--- config.mk ---
export PLATFORM = sky130hd
export DESIGN_NAME = memspace_sel
export DESIGN_NICKNAME = d
export VERILOG_FILES = /design/src/rtl/fs_pkg.sv /design/src/rtl/cc_space_reg.sv /design/src/rtl/fetch_shadow.sv /design/src/rtl/bus_space_out.sv /design/src/rtl/memspace_sel.sv
export SDC_FILE = /design/constraint.sdc
export NUM_CORES = 1
export LEC_CHECK = 0
export BUFFER_PORTS_ARGS = -buffer_cell sky130_fd_sc_hd__buf_2
export CORE_AREA = 4 4 41 43
export DETAILED_ROUTE_END_ITERATION = 16
export DIE_AREA = 0 0 45 47
export PLACE_DENSITY = 0.43
export SLEW_MARGIN = 20
export SYNTH_ARGS = -nofsm -noshare
export SYNTH_HDL_FRONTEND = slang
export SYNTH_HIERARCHICAL = 1
export SYNTH_SLANG_ARGS = --single-unit
--- constraint.sdc ---
create_clock -name clk -period 1.1 [get_ports clk]
set_input_delay 0.22 -clock clk [delete_from_list [all_inputs] [get_ports clk]]
set_output_delay 0.22 -clock clk [all_outputs]
set_load 0.05 [all_outputs]
--- src/rtl/fs_pkg.sv ---
package fs_pkg;

    typedef enum logic [1:0] {
        CYC_IDLE  = 2'd0,
        CYC_FETCH = 2'd1,
        CYC_DATA  = 2'd2
    } cyc_kind_e;

    typedef struct packed {
        logic f;   // 1 = fetch from ROM
        logic d;   // 1 = data from RAM
    } space_bits_t;

    localparam space_bits_t SPACE_RESET = '{f: 1'b1, d: 1'b1};
    localparam logic        SHADOW_RESET = 1'b1;
    localparam logic        ROM_SEL_RESET = 1'b1;

    // Fetch requests take priority over data requests.
    function automatic cyc_kind_e pick_kind(logic fe, logic da);
        if (fe)      return CYC_FETCH;
        else if (da) return CYC_DATA;
        else         return CYC_IDLE;
    endfunction

endpackage

--- src/rtl/cc_space_reg.sv ---
module cc_space_reg
    import fs_pkg::*;
(
    input  logic        clk,
    input  logic        rst,
    input  logic        clr_f,
    input  logic        rest_en,
    input  space_bits_t rest_val,
    output space_bits_t cc_q,
    output logic        f_next
);
    space_bits_t cc_d;

    always_comb begin
        cc_d = cc_q;
        if (rest_en)    cc_d = rest_val;
        else if (clr_f) cc_d.f = 1'b0;
    end

    assign f_next = cc_d.f;

    always_ff @(posedge clk) begin
        if (rst) cc_q <= SPACE_RESET;
        else     cc_q <= cc_d;
    end


    cc_reset_chk: assert property (@(posedge clk) rst |=> (cc_q.f && cc_q.d));


    f_clear_chk: assert property (@(posedge clk) disable iff (rst)
        (clr_f && !rest_en) |=> !cc_q.f);


    f_no_set_chk: assert property (@(posedge clk) disable iff (rst)
        (!rest_en && !cc_q.f) |=> !cc_q.f);


    restore_chk: assert property (@(posedge clk) disable iff (rst)
        rest_en |=> (cc_q == $past(rest_val)));

endmodule

--- src/rtl/fetch_shadow.sv ---
module fetch_shadow
    import fs_pkg::*;
(
    input  logic clk,
    input  logic rst,
    input  logic load,
    input  logic f_in,
    output logic sh_q
);
    always_ff @(posedge clk) begin
        if (rst)       sh_q <= SHADOW_RESET;
        else if (load) sh_q <= f_in;
    end


    shadow_hold_chk: assert property (@(posedge clk) disable iff (rst)
        !load |=> $stable(sh_q));


    shadow_reset_chk: assert property (@(posedge clk) rst |=> sh_q);

endmodule

--- src/rtl/bus_space_out.sv ---
module bus_space_out
    import fs_pkg::*;
(
    input  logic      clk,
    input  logic      rst,
    input  logic      fetch_req,
    input  logic      data_req,
    input  logic      fetch_rom,
    input  logic      data_ram,
    output logic      rom_q,
    output cyc_kind_e kind_q
);
    cyc_kind_e kind_d;
    logic      rom_d;

    always_comb begin
        kind_d = pick_kind(fetch_req, data_req);
        unique case (kind_d)
            CYC_FETCH: rom_d = fetch_rom;
            CYC_DATA:  rom_d = ~data_ram;
            default:   rom_d = rom_q;
        endcase
    end

    always_ff @(posedge clk) begin
        if (rst) begin
            rom_q  <= ROM_SEL_RESET;
            kind_q <= CYC_IDLE;
        end else begin
            rom_q  <= rom_d;
            kind_q <= kind_d;
        end
    end


    idle_hold_chk: assert property (@(posedge clk) disable iff (rst)
        (!fetch_req && !data_req) |=> ($stable(rom_q) && kind_q == CYC_IDLE));


    fetch_wins_chk: assert property (@(posedge clk) disable iff (rst)
        fetch_req |=> (kind_q == CYC_FETCH && rom_q == $past(fetch_rom)));


    data_sel_chk: assert property (@(posedge clk) disable iff (rst)
        (data_req && !fetch_req) |=> (rom_q == !$past(data_ram)));

endmodule

--- src/rtl/memspace_sel.sv ---
module memspace_sel
    import fs_pkg::*;
(
    input  logic       clk,
    input  logic       rst,
    input  logic       clr_f_i,
    input  logic       cc_rest_i,
    input  logic       rest_f_i,
    input  logic       rest_d_i,
    input  logic       pc_alu_i,
    input  logic       fetch_cyc_i,
    input  logic       data_cyc_i,
    output logic       bus_rom_o,
    output logic [1:0] bus_kind_o,
    output logic       cc_f_o,
    output logic       cc_d_o
);
    space_bits_t rest_val;
    space_bits_t cc_q;
    logic        f_next;
    logic        sh_q;
    cyc_kind_e   kind_q;

    assign rest_val = '{f: rest_f_i, d: rest_d_i};

    cc_space_reg u_cc (
        .clk      (clk),
        .rst      (rst),
        .clr_f    (clr_f_i),
        .rest_en  (cc_rest_i),
        .rest_val (rest_val),
        .cc_q     (cc_q),
        .f_next   (f_next)
    );

    fetch_shadow u_shadow (
        .clk  (clk),
        .rst  (rst),
        .load (pc_alu_i),
        .f_in (f_next),
        .sh_q (sh_q)
    );

    bus_space_out u_out (
        .clk       (clk),
        .rst       (rst),
        .fetch_req (fetch_cyc_i),
        .data_req  (data_cyc_i),
        .fetch_rom (sh_q),
        .data_ram  (cc_q.d),
        .rom_q     (bus_rom_o),
        .kind_q    (kind_q)
    );

    assign bus_kind_o = kind_q;
    assign cc_f_o     = cc_q.f;
    assign cc_d_o     = cc_q.d;


    restore_into_shadow_chk: assert property (@(posedge clk) disable iff (rst)
        (cc_rest_i && pc_alu_i) |=> (sh_q == $past(rest_f_i)));


    deferred_fetch_chk: assert property (@(posedge clk) disable iff (rst)
        (!pc_alu_i && fetch_cyc_i) |=> (bus_rom_o == sh_q));

endmodule

==> summary.txt <==
Final layout
  – Nets: 47
  – Fillers: 142
  – Layout cells sized above 1: 50.0%
  – Diode count: 0
  – Post-layout util: 24.7%
  – Cell area after layout: 322 sq um
  – Synth-to-layout area growth: 52.1%

Floorplanning
  – Core Area: 1300 sq um
  – Starting Density: 16.3%
  – Die extent in x: 45 um
  – Die height: 47 um
  – Cell Rows: 13
  – Die area: 2120 sq um
  – Io pins: 14

Placement
  – PortBufs: 13
  – GPL Wtd Cong: 0.682
  – DP HPWL: 400 um
  – Placed cell area: 297 sq um

STA
  – Count of final setup violators: 0
  – Final hold violation count: 0
  – Setup Skew: 0.00253 ns
  – Worst slew margin: 83.4%
  – Setup TNS: 0 ns
  – Crit path time final: 1.06 ns
  – Worst-margin pin slew: 0.251 ns
  – Final period utilization: 96.0%
  – Max-slew violations: 0
  – F_max: 0.947 GHz
  – RSZ-0062 raised after global routing: no
  – Hold slack: 0.191 ns

CTS
  – Post-CTS Setup Inserts: 0
  – CTS clk-pin slew, worst paths: 0.04 ns
  – CTS Hold Buffers Added: 0
  – H-tree levels: 1
  – Clock Root Buffer: clkbuf_4
  – Later-pin clock latency in the skew report: 0.24 ns
  – CTS buffer count: 3
  – Clock sink count: 6
  – CTS tree: done
  – Post-cts resize count: 0
  – Max clock buf depth: 2

Global route
  – Vias in the first global route: 211
  – Gr usage total: 6.02%
  – Largest net degree at the start of global routing: 7
  – Antenna violations before repair: 0
  – Grt ovf: 0
  – Met3 layer usage reported by global route: 3.83%
  – Met1 Track Usage GR: 6.88%
  – GRT met2 Usage: 7.63%
  – First-pass GRT wire length: 848 um
  – Global routing's busiest layer: met2

Critical path
  – Critical path required time: 0.88 ns
  – R2R depth: 3
  – Worst path slowest cell: dfxtp_1
  – Largest delay contributor family on the critical path: flip-flops
  – Setup crit start kind: register
  – Arrival @ worst endpoint: 0.84 ns
  – Worst Setup End Kind: output port
  – CP cell instances: clkbuf_4
  – WS Path Type: register to output port
  – WP buf/inv: 1
  – Critical path depth: 1
  – Critical Path Max Stage Delay: 0.36 ns
  – Crit path max fanout: 3

Worst hold path
  – Hold Crit Depth: 2
  – Worst hold path type: input port to register

Yosys
  – Syn Inst Count: 20
  – Seq/Total Area, Yosys: 56.8%
  – Top cell type's share of synthesized area: 56.8%
  – Syn Nets: 29
  – Yosys top cell by area: dfxtp_1
  – Synthesized area: 211 sq um
  – Syn avg cell area: 10.6 sq um
  – Unique masters post-synth: 12
  – #FFs+latches synth: 6
  – Synth warn: 6
  – Area contributors post-synth: dfxtp_1, nor2b_1, a211o_2

Route
  – WL/cell: 10.1 um
  – DRC Markers: 0
  – Via count: 200
  – Vias/cell: 3.92
  – Final wirelength: 513 um
  – Drt initial violations: 2
  – Final ANT Viol Nets: 0
  – First-pass DRT Iterations: 2

Outcome
  – Status: finished clean

Power and ir drop
  – Power per Cell Area: 1660 nW/um^2
  – Maximum VDD drop: 0.573 mV
  – P_leak: 0.151 nW

Job
  – # Max-Cap Violations: 0
==> per-stage QoR <==
stage | setup slack, ns | cells | power, W
6_report | 0.0440 | 51 | 0.000534
5_1_grt | 0.0128 | 51 | 0.000566
4_1_cts | 0.0136 | 51 | 0.000547
3_5_place_dp | 0.132 | 48 | 0.000341
3_3_place_gp | 0.153 | 48 | 0.000338
2_1_floorplan | 0.0315 | 20 | 0.000306
==> registers in the layout, summed over array words and instances, names as in the netlist <==
name,cells
u_cc/cc_q,2
u_out/kind_q,2
u_out/rom_q,1
u_shadow/sh_q,1
==> cells in the final DEF (no fill, tap or decap) <==
master    count
buf_2        12
dfxtp_1       5
clkbuf_4      4
nor2b_1       3
nand2_1       2
or3b_1        1
nand3b_1      1
a211o_2       1
dfxtp_2       1
nor2_1        1
and2_0        1
a21oi_1       1
o31ai_1       1
nor3b_1       1
a211o_1       1
==> power by group <==
group	internal [W]	leakage [nW]	switching, W
sequential	0.000234	0.0498	0.00000713
combinational	0.0000342	0.0876	0.0000636
clock	0.000123	0.0138	0.0000727
total	0.000391	0.151	0.000143
==> synthesized netlist by cell type <==
cell type,n
a211o_2,1
o31ai_1,1
and2_0,1
nor2b_1,3
a21oi_1,1
nand3b_1,1
nor2_1,1
or3b_1,1
nor3b_1,1
dfxtp_1,6
a211o_1,1
nand2_1,2
==> cells by family (layout without fill, tap and decap cells) <==
kind of cell	Yosys count	in the layout	synth area share (%)
and+or+nand+nor	10	10	28.4
AOI/OAI and AO/OA	4	4	14.8
buffers and inverters	0	16	0
DFF	6	6	56.8
==> layer usage <==
metal  part of all wire (%)  vias up
met3                     16        0
li1                       -      103
met5                      0        -
met4                      0        0
met2                     36       14
met1                     48       83
==> worst paths after layout <==
kind	slack, ns	from	endpoint
hold reg to reg	0.49	u_shadow/sh_q	u_out/rom_q
hold / removal	0.19	fetch_cyc_i	u_out/kind_q[1]
setup / recovery	0.04	u_cc/cc_q[0]	cc_d_o
setup reg to reg	0.20	u_cc/cc_q[1]	u_shadow/sh_q
==> layout make-up <==
| cell class | count | area [sq um] | area share [%] |
|---|---|---|---|
| well taps | 15 | 18.8 | 5.84 |
| repair buffers | 13 | 67.6 | 21.0 |
| clock buffers | 3 | 22.5 | 7.00 |
| multi-input cells | 14 | 91.3 | 28.4 |
| flip-flops and latches | 6 | 121 | 37.7 |
Note: power is estimated with default switching activity, not from simulation.
